--- src/rtl/numdig_pkg.sv ---
package numdig_pkg;

    localparam int CHAR_W  = 8;
    localparam int NUM_W   = 4;
    localparam int LEN_W   = 3;
    localparam int CODE_W  = 3;

    localparam logic [LEN_W-1:0] LEN_CHAIN = 3'd1;
    localparam logic [LEN_W-1:0] LEN_ONE   = 3'd4;
    localparam logic [LEN_W-1:0] LEN_TWO   = 3'd7;

    localparam logic [CODE_W-1:0] ERR_NONE   = 3'd0;
    localparam logic [CODE_W-1:0] ERR_LEN    = 3'd1;
    localparam logic [CODE_W-1:0] ERR_A      = 3'd2;
    localparam logic [CODE_W-1:0] ERR_B      = 3'd3;
    localparam logic [CODE_W-1:0] ERR_DECODE = 3'd4;

    typedef enum logic [2:0] {
        ST_IDLE   = 3'd0,
        ST_RD_A   = 3'd1,
        ST_RD_B   = 3'd2,
        ST_WR_B   = 3'd3,
        ST_F_RD_B = 3'd4,
        ST_F_WR   = 3'd5
    } mv_state_e;

endpackage

--- src/rtl/numdig_validate.sv ---
module numdig_validate #(
    parameter int MEM_SIZE = 16000,
    parameter int ADDR_W   = $clog2(MEM_SIZE)
) (
    input  logic [numdig_pkg::LEN_W-1:0]  len_i,
    input  logic [ADDR_W-1:0]             a_i,
    input  logic [ADDR_W-1:0]             b_i,
    output logic [numdig_pkg::CODE_W-1:0] code_o
);
    import numdig_pkg::*;

    localparam logic [ADDR_W:0] LIMIT = MEM_SIZE[ADDR_W:0];

    logic len_ok;
    logic a_ok;
    logic b_ok;

    always_comb begin
        len_ok = (len_i == LEN_CHAIN) || (len_i == LEN_ONE) || (len_i == LEN_TWO);
        a_ok   = {1'b0, a_i} < LIMIT;
        b_ok   = {1'b0, b_i} < LIMIT;
        if (!len_ok)      code_o = ERR_LEN;
        else if (!a_ok)   code_o = ERR_A;
        else if (!b_ok)   code_o = ERR_B;
        else              code_o = ERR_NONE;
    end

    always_comb begin
        if (code_o == ERR_B) begin
            AST_B_AFTER_A: assert (a_ok && len_ok);
        end
    end

endmodule

--- src/rtl/numdig_merge.sv ---
module numdig_merge (
    input  logic [numdig_pkg::CHAR_W-1:0] dst_i,
    input  logic [numdig_pkg::CHAR_W-1:0] src_i,
    output logic [numdig_pkg::CHAR_W-1:0] out_o
);
    import numdig_pkg::*;

    for (genvar g = 0; g < CHAR_W; g++) begin : g_bit
        if (g < NUM_W) begin : g_num
            assign out_o[g] = src_i[g];
        end else begin : g_keep
            assign out_o[g] = dst_i[g];
        end
    end

endmodule

--- src/rtl/numdig_move_unit.sv ---
module numdig_move_unit #(
    parameter int MEM_SIZE = 16000,
    parameter int ADDR_W   = $clog2(MEM_SIZE)
) (
    input  logic              clk,
    input  logic              rst_n,
    input  logic              start_i,
    input  logic              fast_i,
    input  logic [2:0]        len_i,
    input  logic [ADDR_W-1:0] a_addr_i,
    input  logic [ADDR_W-1:0] b_addr_i,
    output logic [ADDR_W-1:0] mem_addr_o,
    input  logic [7:0]        mem_rdata_i,
    output logic [7:0]        mem_wdata_o,
    output logic              mem_we_o,
    output logic              done_o,
    output logic              err_o,
    output logic [2:0]        err_code_o,
    output logic [ADDR_W-1:0] a_addr_o,
    output logic [ADDR_W-1:0] b_addr_o
);
    import numdig_pkg::*;

    localparam logic [ADDR_W-1:0] ONE = {{(ADDR_W-1){1'b0}}, 1'b1};

    typedef struct packed {
        mv_state_e         st;
        logic [ADDR_W-1:0] a;
        logic [ADDR_W-1:0] b;
        logic [CHAR_W-1:0] src;
        logic              done;
        logic              err;
        logic [CODE_W-1:0] code;
    } regs_t;

    regs_t r_q, r_d;

    logic [ADDR_W-1:0] a_eff_d;
    logic [ADDR_W-1:0] b_eff_d;
    logic [CODE_W-1:0] chk_code;
    logic [CHAR_W-1:0] merged;

    // effective operands for the three instruction forms
    always_comb begin
        case (len_i)
            LEN_CHAIN: begin a_eff_d = r_q.a;    b_eff_d = r_q.b;    end
            LEN_ONE:   begin a_eff_d = a_addr_i; b_eff_d = a_addr_i; end
            default:   begin a_eff_d = a_addr_i; b_eff_d = b_addr_i; end
        endcase
    end

    numdig_validate #(.MEM_SIZE(MEM_SIZE), .ADDR_W(ADDR_W)) u_validate (
        .len_i  (len_i),
        .a_i    (a_eff_d),
        .b_i    (b_eff_d),
        .code_o (chk_code)
    );

    numdig_merge u_merge (
        .dst_i (mem_rdata_i),
        .src_i (r_q.src),
        .out_o (merged)
    );

    always_comb begin
        r_d      = r_q;
        r_d.done = 1'b0;
        r_d.err  = 1'b0;
        r_d.code = ERR_NONE;
        mem_addr_o = r_q.b;
        mem_we_o   = 1'b0;
        case (r_q.st)
            ST_IDLE: begin
                mem_addr_o = a_eff_d;
                if (start_i) begin
                    if (chk_code != ERR_NONE) begin
                        r_d.err  = 1'b1;
                        r_d.code = chk_code;
                    end else begin
                        r_d.a  = a_eff_d;
                        r_d.b  = b_eff_d;
                        r_d.st = fast_i ? ST_F_RD_B : ST_RD_A;
                    end
                end
            end
            ST_RD_A: begin
                mem_addr_o = r_q.a;
                r_d.a      = r_q.a - ONE;
                r_d.st     = ST_RD_B;
            end
            ST_RD_B: begin
                mem_addr_o = r_q.b;
                r_d.src    = mem_rdata_i;
                r_d.st     = ST_WR_B;
            end
            ST_WR_B: begin
                mem_addr_o = r_q.b;
                mem_we_o   = 1'b1;
                r_d.b      = r_q.b - ONE;
                r_d.done   = 1'b1;
                r_d.st     = ST_IDLE;
            end
            ST_F_RD_B: begin
                mem_addr_o = r_q.b;
                r_d.src    = mem_rdata_i;
                r_d.st     = ST_F_WR;
            end
            ST_F_WR: begin
                mem_addr_o = r_q.b;
                mem_we_o   = 1'b1;
                r_d.a      = r_q.a - ONE;
                r_d.b      = r_q.b - ONE;
                r_d.done   = 1'b1;
                r_d.st     = ST_IDLE;
            end
            default: begin
                r_d.err  = 1'b1;
                r_d.code = ERR_DECODE;
                r_d.st   = ST_IDLE;
            end
        endcase
    end

    always_ff @(posedge clk or negedge rst_n) begin
        if (!rst_n) r_q <= '0;
        else        r_q <= r_d;
    end

    assign mem_wdata_o = merged;
    assign done_o      = r_q.done;
    assign err_o       = r_q.err;
    assign err_code_o  = r_q.code;
    assign a_addr_o    = r_q.a;
    assign b_addr_o    = r_q.b;

    AST_WRITE_THEN_DONE: assert property (@(posedge clk) disable iff (!rst_n)
        mem_we_o |=> done_o);
    AST_ZONES_KEPT: assert property (@(posedge clk) disable iff (!rst_n)
        mem_we_o |-> mem_wdata_o[7:4] == mem_rdata_i[7:4]);
    AST_ERR_KEEPS_REGS: assert property (@(posedge clk) disable iff (!rst_n)
        err_o |-> ($stable(a_addr_o) && $stable(b_addr_o)));
    AST_ERR_HAS_CODE: assert property (@(posedge clk) disable iff (!rst_n)
        err_o |-> err_code_o != ERR_NONE);
    AST_DONE_ERR_APART: assert property (@(posedge clk) disable iff (!rst_n)
        !(done_o && err_o));
    AST_DONE_PULSE: assert property (@(posedge clk) disable iff (!rst_n)
        done_o |=> !done_o);
    AST_B_STEPPED: assert property (@(posedge clk) disable iff (!rst_n)
        $rose(done_o) |-> b_addr_o == $past(b_addr_o) - ONE);

endmodule

--- config.mk ---
export PLATFORM = sky130hd
export DESIGN_NAME = numdig_move_unit
export DESIGN_NICKNAME = d
export VERILOG_FILES = /design/src/rtl/numdig_pkg.sv /design/src/rtl/numdig_validate.sv /design/src/rtl/numdig_merge.sv /design/src/rtl/numdig_move_unit.sv
export SDC_FILE = /design/constraint.sdc
export NUM_CORES = 1
export LEC_CHECK = 0
export BUFFER_PORTS_ARGS = -buffer_cell sky130_fd_sc_hd__buf_2
export CORE_MARGIN = 2
export CORE_UTILIZATION = 58
export CTS_BUF_LIST = sky130_fd_sc_hd__clkbuf_8
export DETAILED_ROUTE_END_ITERATION = 6
export PLACE_DENSITY = 0.89
export SYNTH_ARGS = -nofsm -noshare
export SYNTH_HDL_FRONTEND = slang
export SYNTH_SLANG_ARGS = --single-unit
--- constraint.sdc ---
create_clock -name clk -period 6.02 [get_ports clk]
set_clock_uncertainty 0.1 [all_clocks]
set_input_delay 1.806 -clock clk [delete_from_list [all_inputs] [get_ports clk]]
set_output_delay 1.806 -clock clk [all_outputs]
set_load 0.02 [all_outputs]
==> metrics.txt, run 1 <==
largest net degree at the start of global routing between 40 and 50; final setup fails 0; ys async rst share 100.0%; post-route ant nets 0; Die Y between 80 and 90 µm; Setup crit end mem_addr_o[8]; post-synthesis sequential area ratio about 30%; initial core utilization about three fifths; crit-path max FO 20; vias in the first global route 3049; Critical Path End Type primary output; Reg2Reg Capture Point a_addr_o[1]$_DFFE_PN0P_; syn nets 457; share of cells above drive strength 1 between 20% and 30%; final hold vios 0; worst-margin pin slew ~920 ps; Reg area approximately 0.0010 mm²; RR Startpoint r_q[42]$_DFFE_PN0P_; CTS tree built; Yosys reg bits 40; CTS resizes 0; most frequent cells in the layout 90 x buf_2, 40 x dfrtp_1, 31 x nand2_1; # Max-Cap Violations 0; CP max-delay cell buf_4; critical path, cell by cell buf_2, nor3b_2, buf_4, nor2_1, buf_4, mux2i_1, o21ai_0, buf_2; slowest stage delay, CP between 200 and 300 ps; Initial DRC Count between 400 and 500; most common cell after layout, fill and taps aside buf_2; Die W 80.01 µm; synth-to-layout area growth 8.663%; worst vdd ir ~280 µV; setup TNS 0 ps; Primary FF master, synth dfrtp_1; RSZ-0062 raised after global routing no; RePlAce Congestion about 0.94; synthesized area per cell just over 8 µm²; PwrDens approximately 520 mW/mm²; WS Path Type in -> out; Post-route DRC 0; via/cell ratio roughly 6.6; via count of the routed design around 3500; CTS root buf clkbuf_8; reg2reg path depth 6; Routed WL between 9 and 10 mm; setup slack, reg-to-reg 2380 ps; Die ar. 0.006401 mm²; Leakage around 1.6 nW; core area between 0.005 and 0.006 mm²; Final HPWL DP 6.827 mm; CTS Sinks 40; FMAX 0.1917 GHz; H-tree levels 2; Fill cells roughly 470; CP Launch Type primary input; clock slew at reported path FFs approximately 80 ps; Rel. slew slack 38.27%; final slew viol count 0; Hold Crit Class reg -> reg; post-synthesis cell type count 60; Layout Nets between 400 and 500; EDFF count, synth 0; GR Util All Layers slightly below 30%; site row count 27; multi-input logic area between 0.0015 and 0.002 mm²; io pins about 100; Num CTS Buffers 5; run status complete, no violations; yosys warns 0; Data required, critical path roughly 4100 ps; crit path launch len_i[1]; Tmin final 5215 ps; Fin Hold WS ~400 ps; Synth Cell Area approximately 0.0034 mm²; hold_buf cts 0; crit share post-route just under 90%; first-pass GRT wire length 14.90 mm; drt pass-1 iters 6; cell count after synthesis 412; Post CTS Setup Buffer Count 0; GRT overflow 0; largest buffer count on any clock path 2; Clock Latency Late Sink approximately 310 ps; diode count 0; Crit path arrival time 3310 ps; post-DR wirelength/cell about 18 µm; initial antenna violation count 0; input/output buffers 90
==> flip-flops by register name, indices dropped and copies added, names as in the netlist <==
signal,count
done_o,1
err_o,1
r_q,7
err_code_o,3
b_addr_o,14
a_addr_o,14
==> cell usage after synthesis (4+ instances only) <==
| library cell | n | area, µm² |
|---|---|---|
| clkbuf_1 | 22 | 82.58 |
| mux2_2 | 4 | 45.04 |
| and2_1 | 5 | 31.28 |
| nor3_1 | 13 | 65.06 |
| nor2b_1 | 4 | 25.02 |
| nor4_1 | 7 | 43.79 |
| o22a_1 | 9 | 78.83 |
| o21ai_0 | 30 | 150.1 |
| or3_1 | 12 | 75.07 |
| inv_1 | 12 | 45.04 |
| nand2b_1 | 9 | 56.30 |
| mux2i_1 | 15 | 150.1 |
| a31oi_1 | 8 | 50.05 |
| nor2_1 | 16 | 60.06 |
| a21oi_1 | 24 | 120.1 |
| buf_2 | 4 | 20.02 |
| o41ai_1 | 6 | 52.55 |
| nand2_1 | 31 | 116.4 |
| buf_4 | 39 | 292.8 |
| o31ai_1 | 4 | 30.03 |
| dfrtp_1 | 40 | 1001 |
| nand3_1 | 16 | 80.08 |
| a21o_1 | 6 | 45.04 |
| nand3b_1 | 12 | 90.09 |
| o22ai_1 | 8 | 50.05 |
==> cell type report <==
| type | instances | area share (%) |
|---|---|---|
| sequential | 40 | 27.49 |
| inverter | 12 | 1.237 |
| multi-input combinational | 294 | 52.13 |
| timing repair buffer | 96 | 13.61 |
| clock buffer | 5 | 1.890 |
| clock inverter | 3 | 1.168 |
| tap | 72 | 2.474 |
==> critical path, delay by kind of cell <==
| kind | cells | cell delay, ps |
|---|---|---|
| and+or+nand+nor | 2 | 190 |
| muxes | 1 | 240 |
| buffers and inverters | 4 | 970 |
| AOI/OAI and AO/OA | 1 | 100 |
==> where the power goes <==
group          switching (W)  internal [W]  total [W]  leakage, nW
registers           0.000208      0.000390   0.000598        0.472
clock network       0.000101      0.000123   0.000224       0.0541
logic               0.000663      0.000405    0.00107         1.05
total               0.000972      0.000917    0.00189         1.57
==> cell families after synthesis <==
family                   count (synthesis)  share of synthesized area (%)
AO/OA/AOI/OAI                          126                          25.36
XOR/XNOR                                 3                         0.7843
adder cells (fa/ha/maj)                  2                         0.7467
buffers and inverters                   78                          13.48
flip-flops                              40                          29.87
multiplexers                            19                          5.825
AND/OR/NAND/NOR                        144                          23.94
==> through the flow <==
stage	utilization (%)	std cells	worst slack, ps	total power [W]	cell area, µm²
CTS	65.72	522	828.0	0.001875	3641
finish	65.72	522	804.6	0.001889	3641
global route	65.72	522	694.7	0.002015	3641
detailed placement	63.71	514	842.9	0.001650	3530
global placement	63.71	514	959.1	0.001621	3530
floorplan	-	412	642.6	0.001460	3351
==> per-layer routing <==
metal | vias up | track usage [%] | part of all wire, %
met2 | 235 | 47.92 | 46
met4 | 0 | 12.03 | 3.0
met5 | - | 0 | 0
met1 | 1614 | 38.85 | 41
met3 | 32 | 5.995 | 10
li1 | 1575 | - | -
==> worst min-delay path by stage <==
stage / slack, ps / cells past startpoint / to / start
3_3_place_gp: 380 / 1 / r_q[7]$_DFFE_PN0N_ / r_q[7]$_DFFE_PN0N_
5_1_grt: 420 / 1 / r_q[7]$_DFFE_PN0N_ / r_q[7]$_DFFE_PN0N_
6_report: 410 / 1 / r_q[7]$_DFFE_PN0N_ / r_q[7]$_DFFE_PN0N_
4_1_cts: 410 / 1 / r_q[7]$_DFFE_PN0N_ / r_q[7]$_DFFE_PN0N_
3_5_place_dp: 390 / 1 / r_q[7]$_DFFE_PN0N_ / r_q[7]$_DFFE_PN0N_
2_1_floorplan: 370 / 1 / r_q[42]$_DFFE_PN0P_ / r_q[43]$_DFFE_PN0P_
Power figures use the tool's default switching activity.
==> run 2, diff against run 1 <==
--- a/config.mk
+++ b/config.mk
@@ -6,6 +6,7 @@
 export NUM_CORES = 1
 export LEC_CHECK = 0
 export BUFFER_PORTS_ARGS = -buffer_cell sky130_fd_sc_hd__buf_2
+export CORE_ASPECT_RATIO = 1.5
 export CORE_MARGIN = 2
 export CORE_UTILIZATION = 58
 export CTS_BUF_LIST = sky130_fd_sc_hd__clkbuf_8
==> run 2 against run 1 <==
Effect of this change: via count fell by 0.78%; final cell count down 0.77%; sequential cell count did not move; largest power group unchanged; largest cell class unchanged.
==> metrics.txt, run 2 (synthesis results as in run 1) <==
crit-path max FO 25; FMAX ~0.19 GHz; Post-route DRC 0; Post CTS Setup Buffer Count 0; most frequent CP cell buf_2; Crit path arrival time approximately 3200 ps; Die ar. 0.006414 mm²; most common cell after layout, fill and taps aside buf_2; slowest stage delay, CP approximately 320 ps; Initial DRC Count about 360; CP Launch Type primary input; largest buffer count on any clock path 2; clock slew at reported path FFs roughly 90 ps; H-tree levels 2; synth-to-layout area growth 8.252%; final setup fails 0; initial core utilization about three fifths; kind of cell adding the most delay to the critical path buffers and inverters; Final HPWL DP just over 7 mm; CTS Sinks 40; most frequent cells in the layout 90 x buf_2, 40 x dfrtp_1, 31 x nand2_1; placed inst area roughly 0.0035 mm²; initial antenna violation count 0; WP buf/inv 3; Num CTS Buffers 5; drt pass-1 iters 5; via count of the routed design roughly 3400; WS Path Type in -> out; site row count 33; share of cells above drive strength 1 a little over a quarter; via/cell ratio ~6.6; Layout Nets approximately 490; Leakage approximately 1.6 nW; first-pass GRT wire length 15.44 mm; run status complete, no violations; CP max-delay cell buf_2; Critical Path End Type primary output; core area between 0.005 and 0.006 mm²; Reg2Reg Capture Point b_addr_o[11]$_DFFE_PN0P_; GR Util All Layers between 30% and 40%; post-route ant nets 0; setup slack, reg-to-reg ~2500 ps; Setup crit end mem_addr_o[12]; RePlAce Congestion about 0.9; RR Startpoint r_q[42]$_DFFE_PN0P_; io pins 99; CTS root buf clkbuf_8; Hold Startpoint r_q[7]$_DFFE_PN0N_; design area ~0.0036 mm²; crit path launch len_i[0]; Tmin final ~5100 ps; diode count 0; worst-margin pin slew between 900 and 1000 ps; largest net degree at the start of global routing 41; # Max-Cap Violations 0; critical path, cell by cell buf_2, nor3b_2, nor2_1, buf_4, mux2i_1, o21ai_0, buf_2; Routed WL 9.496 mm; Hold Crit Class reg -> reg; hold_buf cts 0; RSZ-0062 raised after global routing no; Stages on worst setup path 7; PwrDens 523.4 mW/mm²; final hold vios 0; vias in the first global route roughly 3100; Reg area around 0.001 mm²; Die Y between 90 and 100 µm; Fill cells a little under 500; Pwr Total ~0.0019 W; Rel. slew slack between 30 and 40%; CTS tree built; setup TNS 0 ps; worst vdd ir roughly 290 µV; GRT overflow 0; final slew viol count 0; Clock Latency Late Sink ~300 ps; reg2reg path depth 5; Die W around 66 µm; post-DR wirelength/cell around 18 µm; multi-input logic area approximately 0.0019 mm²; CTS resizes 0; Data required, critical path between 4000 and 5000 ps; crit share post-route 85.34%; input/output buffers 90
## run 2: cell types whose count changed in the layout (fill, tap and decap cells not counted)
cell,before,now
inv_6,0,1
clkinv_2,1,0
buf_4,6,4
## run 2: cell type report
type | count | share of cell area (%)
tap | 70 | 2.415
clock inverter | 3 | 1.276
multi-input combinational | 294 | 52.33
clock buffer | 5 | 1.897
timing repair buffer | 94 | 13.25
inverter | 12 | 1.242
sequential | 40 | 27.60
## run 2: stage by stage
| step | util, % | std cells | setup WS [ps] | hold slack, ps |
|---|---|---|---|---|
| after floorplan | - | 412 | 642.6 | 373.8 |
| after CTS | 65.56 | 518 | 910.9 | 418.6 |
| final | 65.56 | 518 | 882.7 | 415.6 |
| after detailed placement | 63.48 | 510 | 906.5 | 396.9 |
| after global routing | 65.56 | 518 | 757.1 | 434.2 |
| after global placement | 63.48 | 510 | 1012 | 386.6 |
## run 2: report_power, final
group	internal [W]	switching, W
clock network	0.000125	0.000109
logic	0.000404	0.000670
registers	0.000390	0.000200
total	0.000919	0.000980
## run 2: worst min path at each step
stage,slack [ps],endpoint,cells past startpoint
finish,420,r_q[7]$_DFFE_PN0N_,1
global route,430,r_q[7]$_DFFE_PN0N_,1
CTS,420,r_q[6]$_DFFE_PN0N_,1
detailed placement,400,r_q[6]$_DFFE_PN0N_,1
global placement,390,r_q[7]$_DFFE_PN0N_,1
floorplan,370,r_q[42]$_DFFE_PN0P_,1
## run 2: worst register-to-register path: stages, from the launching register on
cell      delay [ps]
dfrtp_1          470
or2_2            540
nor2_1           670
nand3_1          700
nor2_1           720
o21bai_1         180
## run 2: layer usage
metal / wire [µm] / vias to the layer above / track usage, %
li1: - / 1568 / -
met1: 3665 / 1622 / 40.33
met2: 4766 / 206 / 48.72
met3: 751 / 33 / 3.129
met4: 313 / 0 / 12.87
met5: 0 / - / 0
==> run 3, diff against run 2 <==
--- a/config.mk
+++ b/config.mk
@@ -12,6 +12,7 @@
 export CTS_BUF_LIST = sky130_fd_sc_hd__clkbuf_8
 export DETAILED_ROUTE_END_ITERATION = 6
 export PLACE_DENSITY = 0.89
+export RECOVER_POWER = 100
 export SYNTH_ARGS = -nofsm -noshare
 export SYNTH_HDL_FRONTEND = slang
 export SYNTH_SLANG_ARGS = --single-unit
==> run 3 against run 2 <==
Effect of this change: the flow now finishes with violations (max-capacitance violations, max-slew violations); hold slack better by 2.0 ps; die area stayed put; clock-buffer cell count stayed put; sequential share of layout area is 0.60 points higher; largest power group unchanged; critical path type unchanged; clock power hardly changed; final cell count stayed put; global-route usage stayed put; combinational power is 4% lower; register-to-register slack worse by 30 ps.
==> metrics.txt, run 3 (synthesis results as in run 1) <==
most common cell after layout, fill and taps aside clkbuf_1; drt pass-1 iters 5; post-route insts no fill ~520; WS Path Type in -> out; Initial DRC Count 424; slowest stage delay, CP 320 ps; CP max-delay cell buf_2; Leakage 1.402 nW; clock slew at reported path FFs 90 ps; core area 0.005533 mm²; CTS tree built; io pins between 90 and 100; CP Launch Type primary input; Rel. slew slack -46.50%; Die W between 60 and 70 µm; post-DR wirelength/cell ~19 µm; H-tree levels 2; Critical Path End Type primary output; initial core utilization between 60% and 70%; site row count 33; CTS root buf clkbuf_8; fin util between 60% and 70%; initial antenna violation count 0; post-route ant nets 0; Place WS roughly 910 ps; M1 WL approximately 3.8 mm; Post-route DRC 0; CTS resizes 0; metal3 WL 751 µm; kind of cell adding the most delay to the critical path buffers and inverters; largest net degree at the start of global routing between 40 and 50; Final HPWL DP a little over 7 mm; most frequent cells in the layout 54 x clkbuf_1, 40 x dfrtp_1, 38 x buf_2; FMAX approximately 0.19 GHz; vias in the first global route 3120; critical path, cell by cell buf_2, nor3b_1, nor2_1, buf_4, mux2i_1, o21ai_0, clkbuf_1; run status complete, but fails checks; Tmin final between 5000 and 6000 ps; final worst setup slack approximately 760 ps; Num CTS Buffers 5; placed cells 510; Clock Latency Late Sink 300 ps; RePlAce Congestion a little under 0.9; PwrDens 523.2 mW/mm²; input/output buffers 90; GRT overflow 0; worst-margin pin slew 2197 ps; RSZ-0062 raised after global routing no; Die ar. 0.006414 mm²; largest buffer count on any clock path 2; synth-to-layout area growth 5.937%; Data required, critical path between 4000 and 5000 ps; Crit path arrival time between 3000 and 4000 ps; hold_buf cts 0; Routed WL 9.586 mm; Layout Nets ~490; CTS Sinks 40; diode count 0; top sig layer met4; WP buf/inv 3; final setup fails 0; # Max-Cap Violations 1; Hold Crit Class reg -> reg; first-pass GRT wire length around 15 mm; final hold vios 0; crit share post-route roughly 87%; GR Util All Layers 30.11%; final slew viol count 41; Post CTS Setup Buffer Count 0; Die Y slightly below 100 µm; share of cells above drive strength 1 between 10 and 15%; failing checks max-capacitance violations, max-slew violations; Reg area 0.001001 mm²; worst vdd ir 287.8 µV; setup TNS 0 ps; crit-path max FO 25; Fill cells approximately 520; met2 routed WL 4.725 mm; multi-input logic area between 0.0015 and 0.002 mm²; via/cell ratio ~6.6; via count of the routed design between 3000 and 4000
## run 3: where the power goes
group | internal [W] | switching [W] | leakage, nW
sequential | 0.000390 | 0.000205 | 0.472
clock | 0.000125 | 0.000108 | 0.0548
combinational | 0.000354 | 0.000675 | 0.876
## run 3: stage by stage
step / power (W) / area, µm² / hold WS, ps
after floorplan: 0.001460 / 3351 / 373.8
after global placement: 0.001618 / 3512 / 386.6
after detailed placement: 0.001652 / 3512 / 396.9
after CTS: 0.001884 / 3627 / 418.6
after global routing: 0.001978 / 3550 / 439.2
final: 0.001857 / 3550 / 417.5
## run 3: worst reg2reg max path, delay by kind of cell (launching register included)
| kind | cells | cell delay, ps |
|---|---|---|
| AOI/OAI and AO/OA | 1 | 180 |
| DFF | 1 | 470 |
| and+or+nand+nor | 4 | 2650 |
## run 3: layout make-up
type | instances | share of cell area (%)
clock buffer | 5 | 1.939
clock inverter | 3 | 1.304
inverter | 12 | 1.269
multi-input combinational | 294 | 53.33
sequential | 40 | 28.20
tap | 70 | 2.467
timing repair buffer | 94 | 11.49
## run 3: final timing paths
path                                     startpoint                       to  slack [ps]  cells after the start
worst min-delay path             r_q[7]$_DFFE_PN0N_       r_q[7]$_DFFE_PN0N_         420                      1
worst min register to register   r_q[7]$_DFFE_PN0N_       r_q[7]$_DFFE_PN0N_         420                      1
min in group asynchronous                     rst_n  a_addr_o[1]$_DFFE_PN0P_        2050                      1
worst max register to register  r_q[42]$_DFFE_PN0P_  b_addr_o[1]$_DFFE_PN0P_        2470                      5
worst max-delay path                       len_i[0]           mem_addr_o[12]         760                      7
max in group asynchronous                     rst_n  b_addr_o[9]$_DFFE_PN0P_        2520                      1
## run 3: per-layer routing
metal,track usage (%),vias up
met1,40.33,1614
met3,3.129,38
li1,-,1567
met2,48.72,204
met5,0,-
met4,12.87,0
